==> src/rtl/i2c_rxs_pkg.sv <==
package i2c_rxs_pkg;

    localparam int unsigned CODE_W = 3;
    localparam int unsigned STAT_W = 3;

    localparam logic [CODE_W-1:0] STEP_RECV = 3'd3;
    localparam logic [CODE_W-1:0] STEP_ACK  = 3'd4;
    localparam logic [CODE_W-1:0] STEP_NAK  = 3'd5;

    localparam logic [STAT_W-1:0] ST_NONE  = 3'd0;
    localparam logic [STAT_W-1:0] ST_STOP  = 3'd1;
    localparam logic [STAT_W-1:0] ST_BYTE  = 3'd3;
    localparam logic [STAT_W-1:0] ST_ACKED = 3'd4;

    typedef enum logic [1:0] {
        PH_IDLE = 2'd0,
        PH_RECV = 2'd1,
        PH_ACKS = 2'd2
    } phase_e;

endpackage

==> src/rtl/i2c_rxs_sync.sv <==
module i2c_rxs_sync #(
    parameter int unsigned WIDTH  = 2,
    parameter int unsigned STAGES = 2
) (
    input  logic             clk,
    input  logic             rst_n,
    input  logic [WIDTH-1:0] din,
    output logic [WIDTH-1:0] dout
);

    logic [WIDTH-1:0] chain_q [STAGES];
    logic [WIDTH-1:0] chain_d [STAGES];

    always_comb begin
        chain_d[0] = din;
        for (int i = 1; i < STAGES; i++) begin
            chain_d[i] = chain_q[i-1];
        end
    end

    genvar g;
    generate
        for (g = 0; g < STAGES; g++) begin : g_stage
            always_ff @(posedge clk or negedge rst_n) begin
                if (!rst_n) chain_q[g] <= '1;
                else        chain_q[g] <= chain_d[g];
            end
        end
    endgenerate

    assign dout = chain_q[STAGES-1];

endmodule

==> src/rtl/i2c_rxs_linemon.sv <==
module i2c_rxs_linemon (
    input  logic clk,
    input  logic rst_n,
    input  logic scl_s,
    input  logic sda_s,
    output logic scl_rise,
    output logic scl_fall,
    output logic stop_seen
);

    typedef struct packed {
        logic scl;
        logic sda;
    } prev_t;

    prev_t prev_d, prev_q;

    always_comb begin
        prev_d.scl = scl_s;
        prev_d.sda = sda_s;
    end

    always_ff @(posedge clk or negedge rst_n) begin
        if (!rst_n) prev_q <= '{scl: 1'b1, sda: 1'b1};
        else        prev_q <= prev_d;
    end

    assign scl_rise  = scl_s & ~prev_q.scl;
    assign scl_fall  = ~scl_s & prev_q.scl;
    assign stop_seen = scl_s & prev_q.scl & sda_s & ~prev_q.sda;

endmodule

==> src/rtl/i2c_rxs_ctrl.sv <==
module i2c_rxs_ctrl
    import i2c_rxs_pkg::*;
#(
    parameter int unsigned DATA_W = 8
) (
    input  logic              clk,
    input  logic              rst_n,
    input  logic [CODE_W-1:0] step_code,
    input  logic              step_go,
    input  logic              scl_s,
    input  logic              sda_s,
    input  logic              scl_rise,
    input  logic              scl_fall,
    input  logic              stop_seen,
    output logic              scl_low,
    output logic              sda_low,
    output logic [DATA_W-1:0] rx_byte,
    output logic              busy,
    output logic [STAT_W-1:0] status,
    output logic              irq
);

    localparam int unsigned CNT_W = (DATA_W > 1) ? $clog2(DATA_W) : 1;
    localparam logic [CNT_W-1:0] LAST_BIT = CNT_W'(DATA_W - 1);

    typedef struct packed {
        phase_e             phase;
        logic [CNT_W-1:0]   cnt;
        logic [DATA_W-1:0]  shreg;
        logic [DATA_W-1:0]  rbuf;
        logic               busy;
        logic [STAT_W-1:0]  status;
        logic               irq;
        logic               pend;
        logic               hold;
        logic               drive;
        logic               seen_hi;
    } ctl_t;

    ctl_t s_d, s_q;

    logic code_ok;
    assign code_ok = (step_code == STEP_RECV) || (step_code == STEP_ACK) ||
                     (step_code == STEP_NAK);

    always_comb begin
        s_d     = s_q;
        s_d.irq = 1'b0;
        if (stop_seen) begin
            s_d.phase   = PH_IDLE;
            s_d.busy    = 1'b0;
            s_d.status  = ST_STOP;
            s_d.pend    = 1'b0;
            s_d.hold    = 1'b0;
            s_d.drive   = 1'b0;
            s_d.cnt     = '0;
            s_d.seen_hi = 1'b0;
        end else begin
            unique case (s_q.phase)
                PH_IDLE: begin
                    if (step_go && code_ok) begin
                        s_d.busy    = 1'b1;
                        s_d.pend    = 1'b0;
                        s_d.hold    = 1'b0;
                        s_d.cnt     = '0;
                        s_d.seen_hi = 1'b0;
                        if (step_code == STEP_RECV) begin
                            s_d.phase = PH_RECV;
                        end else begin
                            s_d.phase = PH_ACKS;
                            s_d.drive = (step_code == STEP_ACK);
                        end
                    end else if (s_q.pend && !scl_s) begin
                        s_d.hold = 1'b1;
                        s_d.pend = 1'b0;
                    end
                end
                PH_RECV: begin
                    if (scl_rise) begin
                        s_d.shreg = {s_q.shreg[DATA_W-2:0], sda_s};
                        s_d.cnt   = s_q.cnt + 1'b1;
                        if (s_q.cnt == LAST_BIT) begin
                            s_d.rbuf   = {s_q.shreg[DATA_W-2:0], sda_s};
                            s_d.phase  = PH_IDLE;
                            s_d.busy   = 1'b0;
                            s_d.status = ST_BYTE;
                            s_d.irq    = 1'b1;
                            s_d.pend   = 1'b1;
                            s_d.cnt    = '0;
                        end
                    end
                end
                PH_ACKS: begin
                    if (scl_rise) begin
                        s_d.seen_hi = 1'b1;
                    end
                    if (scl_fall && s_q.seen_hi) begin
                        s_d.phase   = PH_IDLE;
                        s_d.busy    = 1'b0;
                        s_d.drive   = 1'b0;
                        s_d.status  = ST_ACKED;
                        s_d.irq     = 1'b1;
                        s_d.pend    = 1'b1;
                        s_d.seen_hi = 1'b0;
                    end
                end
                default: s_d.phase = PH_IDLE;
            endcase
        end
    end

    always_ff @(posedge clk or negedge rst_n) begin
        if (!rst_n) begin
            s_q <= '{phase: PH_IDLE, cnt: '0, shreg: '0, rbuf: '0, busy: 1'b0,
                     status: ST_NONE, irq: 1'b0, pend: 1'b0, hold: 1'b0,
                     drive: 1'b0, seen_hi: 1'b0};
        end else begin
            s_q <= s_d;
        end
    end

    assign scl_low = s_q.hold;
    assign sda_low = s_q.drive;
    assign rx_byte = s_q.rbuf;
    assign busy    = s_q.busy;
    assign status  = s_q.status;
    assign irq     = s_q.irq;

endmodule

==> src/rtl/i2c_rxs_top.sv <==
module i2c_rxs_top
    import i2c_rxs_pkg::*;
#(
    parameter int unsigned DATA_W      = 8,
    parameter int unsigned SYNC_STAGES = 2
) (
    input  logic              clk,
    input  logic              rst_n,
    input  logic [2:0]        step_code,
    input  logic              step_go,
    input  logic              scl_i,
    input  logic              sda_i,
    output logic              scl_low_o,
    output logic              sda_low_o,
    output logic [DATA_W-1:0] rx_byte,
    output logic              busy,
    output logic [2:0]        status,
    output logic              irq
);

    logic [1:0] line_s;
    logic       scl_rise, scl_fall, stop_seen;

    i2c_rxs_sync #(.WIDTH(2), .STAGES(SYNC_STAGES)) u_sync (
        .clk  (clk),
        .rst_n(rst_n),
        .din  ({scl_i, sda_i}),
        .dout (line_s)
    );

    i2c_rxs_linemon u_mon (
        .clk      (clk),
        .rst_n    (rst_n),
        .scl_s    (line_s[1]),
        .sda_s    (line_s[0]),
        .scl_rise (scl_rise),
        .scl_fall (scl_fall),
        .stop_seen(stop_seen)
    );

    i2c_rxs_ctrl #(.DATA_W(DATA_W)) u_ctrl (
        .clk      (clk),
        .rst_n    (rst_n),
        .step_code(step_code),
        .step_go  (step_go),
        .scl_s    (line_s[1]),
        .sda_s    (line_s[0]),
        .scl_rise (scl_rise),
        .scl_fall (scl_fall),
        .stop_seen(stop_seen),
        .scl_low  (scl_low_o),
        .sda_low  (sda_low_o),
        .rx_byte  (rx_byte),
        .busy     (busy),
        .status   (status),
        .irq      (irq)
    );

endmodule

==> config.mk <==
export PLATFORM = sky130hd
export DESIGN_NAME = i2c_rxs_top
export DESIGN_NICKNAME = d
export VERILOG_FILES = /design/src/rtl/i2c_rxs_pkg.sv /design/src/rtl/i2c_rxs_sync.sv /design/src/rtl/i2c_rxs_linemon.sv /design/src/rtl/i2c_rxs_ctrl.sv /design/src/rtl/i2c_rxs_top.sv
export SDC_FILE = /design/constraint.sdc
export NUM_CORES = 1
export LEC_CHECK = 0
export ABC_AREA = 1
export CORE_ASPECT_RATIO = 1.2
export CORE_MARGIN = 1
export CORE_UTILIZATION = 45
export CTS_CLUSTER_SIZE = 28
export DETAILED_ROUTE_END_ITERATION = 8
export PLACE_DENSITY = 0.67
export SLEW_MARGIN = 20
export SYNTH_ARGS = -nofsm -noshare
export SYNTH_HDL_FRONTEND = slang
export SYNTH_SLANG_ARGS = --single-unit
export TNS_END_PERCENT = 10
==> constraint.sdc <==
create_clock -name clk -period 1.9 [get_ports clk]
set_input_delay 0.57 -clock clk [delete_from_list [all_inputs] [get_ports clk]]
set_output_delay 0.57 -clock clk [all_outputs]
set_load 0.005 [all_outputs]
==> results.tsv <==
stage	metric	value	unit
run_status	outcome	completed	
placement	hpwl	2094	um
clocking	path_clk_slew	0.07	ns
timing	max_freq	585.4	MHz
routing	drt-total-wl	2877	um
setup_path	start_kind	flip-flop	
routing	dr.pass1.iters	5	
clocking	ctsResizeCount	0	
floorplan	coreArea	3664	um^2
timing	tns	0	ns
min_path	hold_path_class	reg -> reg	
synth	syn_nets	208	
global_route	grt_pass1_vias	1155	
cells_and_area	layout_commonest_cell	nand2_1	
clocking	clkSinkCount	35	
placement	gp_congestion	0.8244	
clocking	cts_setup_buffers	0	
setup_path	max_stage_delay	0.50	ns
setup_path	cp_slowest_cell	clkdlybuf4s50_1	
timing	skew	0.003189	ns
placement	io_buffers	22	
floorplan	fp.dieW	58.88	um
setup_path	worstPathArrival	1.14	ns
routing	vias_per_cell	4.684	
clocking	clk_latency	0.29	ns
setup_path	worstPathMaxFanout	2	
floorplan	dieHeight	70.25	um
cells_and_area	nNetsFinal	226	
synth	yosysUniqueCellTypes	24	
routing	route.detailed.drc	0	
cells_and_area	fin_cells	266	
timing	worst_pin_slew	0.2879	ns
cells_and_area	layout_common_cells	49 x nand2_1, 29 x dfrtp_1, 24 x inv_1, 22 x clkdlybuf4s50_1, 12 x nor2_1	
synth	synth_warnings	0	
synth	synth_cells	195	
synth	syn_avg_cell_area	8.957	um^2
cells_and_area	drive_gt1_share	19.63	%
timing	slew_headroom	80.78	%
timing	rsz0062_at_grt	no	
routing	wl_per_cell	10.82	um
clocking	cts_root_buf	clkbuf_8	
setup_path	critPathTopFamily	buffers and inverters	
setup_path	crit_chain	clkdlybuf4s50_1	
floorplan	ios	23	
synth	ys_ff_latch	35	
pwr	fin_total_pwr	2.335	mW
synth	yosysSeqAreaShare	50.57	%
timing	hold_viol_final	0	
pwr	power_density	1131	nW/um^2
setup_path	worstPathRequired	1.33	ns
setup_path	crit_path_end_kind	output port	
placement	dp_cells	258	
setup_path	path_class	reg -> out	
routing	postRouteAntennaNets	0	
cells_and_area	nFillCells	358	
clocking	cts_hold_buf	0	
global_route	grt_max_degree	36	
global_route	grt_use_total	15.99	%
clocking	cts_tree	yes	
job	drv_cap	0	
routing	drtIter0Drc	54	
timing	period_needed	1.708	ns
clocking	cts_buffers	5	
global_route	grt-ovfl-total	0	
synth	syn_area	1747	um^2
cells_and_area	antenna_cells	0	
timing	min_period_over_period	89.91	%
global_route	grt_pass1_wl	4899	um
pwr	p_leak	0.9642	nW
clocking	clk_path_buf_depth	2	
routing	vias	1246	
pwr	peakVddDrop	0.0006315	V
cells_and_area	synthToLayoutAreaGrowth	18.19	%
floorplan	dieArea	4136	um^2
floorplan	start_util	47.68	%
timing	slew_violations	0	
floorplan	rows	24	
global_route	antenna_found_initial	0	
setup_path	crit_buf_inv	1	
clocking	cts_max_level	2	
timing	setup_viol	0	
-- layer usage --
metal  vias up  GRT usage, %  routed length [um]
li1        634             -                   -
met5         -             0                   0
met1       576         19.10                1288
met4         0         7.143                  62
met2        28         25.38                1398
met3         8         5.741                 126
-- cell type report --
class / count / area (um^2) / share of cell area (%)
Timing Repair Buffer: 24 / 247.7 / 12.00
Clock inverter: 1 / 7.507 / 0.3636
Multi-Input combinational cell: 120 / 660.6 / 32.00
Clock buffer: 7 / 96.34 / 4.667
Sequential cell: 35 / 883.3 / 42.79
Inverter: 27 / 103.9 / 5.030
Tap cell: 52 / 65.06 / 3.152
-- path summary, 6_finish.rpt --
check | start | end | slack, ns | depth (start not counted)
setup / recovery | u_ctrl.status[0]$_DFFE_PN0P_ | status[0] | 0.19 | 1
hold / removal | u_sync.chain_d[1]$_DFF_PN1_ | u_sync.dout[1]$_DFF_PN1_ | 0.36 | 0
setup reg to reg | u_ctrl.s_q[29]$_DFFE_PN0P_ | u_ctrl.rx_byte[5]$_DFFE_PN0P_ | 0.35 | 7
hold reg to reg | u_sync.chain_d[1]$_DFF_PN1_ | u_sync.dout[1]$_DFF_PN1_ | 0.36 | 0
max in group asynchronous | rst_n | u_sync.chain_d[0]$_DFF_PN1_ | 1.01 | 2
min in group asynchronous | rst_n | u_ctrl.rx_byte[3]$_DFFE_PN0P_ | 0.64 | 2
-- logic make-up (layout without fill, tap and decap cells) --
family | Yosys count | in the layout | share of synthesized area, %
and+or+nand+nor | 89 | 89 | 24.93
buffers and inverters | 40 | 59 | 11.60
DFF | 35 | 35 | 50.57
AOI/OAI and AO/OA | 26 | 26 | 9.313
adders and majority gates | 5 | 5 | 3.582
-- flip-flops by register name, summed over array words and instances, names as in the netlist --
| name | flops |
|---|---|
| u_ctrl.s_q | 14 |
| u_ctrl.rx_byte | 8 |
| u_ctrl.status | 3 |
| u_mon.prev_q | 2 |
| u_sync.chain_d | 2 |
| u_sync.dout | 2 |
| u_ctrl.busy | 1 |
| u_ctrl.irq | 1 |
| u_ctrl.scl_low | 1 |
| u_ctrl.sda_low | 1 |
-- where the power goes --
part / total, mW / switching, mW / internal (mW)
sequential: 0.898 / 0.0548 / 0.843
combinational: 0.840 / 0.519 / 0.321
clock: 0.597 / 0.268 / 0.330
-- cells in the mapped netlist --
cell,count,area (um^2)
nand3_2,3,30.03
nor2_1,12,45.04
nand4_1,1,6.260
buf_4,11,82.58
o21ai_1,8,40.04
nand3_1,10,50.05
dfrtp_1,29,725.7
nor2_4,2,22.52
nand2_4,4,45.04
nand2_1,49,183.9
inv_2,2,7.510
nand3b_1,2,15.01
nand2_2,3,18.77
nor2_2,3,18.77
buf_2,1,5.000
o21ai_0,8,40.04
buf_6,1,11.26
o21ai_2,8,70.07
a21oi_1,1,5.000
inv_1,24,90.09
ha_1,5,62.56
o21a_1,1,7.510
inv_4,1,6.260
dfstp_2,6,157.7
-- per-stage QoR --
step / hold WS [ns] / utilization (%) / setup slack (ns) / instance area, um^2
2_1_floorplan: 0.2744 / - / 0.5220 / 1747
3_3_place_gp: 0.3477 / 53.52 / 0.1152 / 1961
3_5_place_dp: 0.3507 / 53.52 / 0.04092 / 1961
4_1_cts: 0.3609 / 56.35 / 0.1730 / 2064
5_1_grt: 0.3645 / 56.35 / 0.1369 / 2064
6_report: 0.3585 / 56.35 / 0.1917 / 2064
Power figures use the tool's default switching activity.
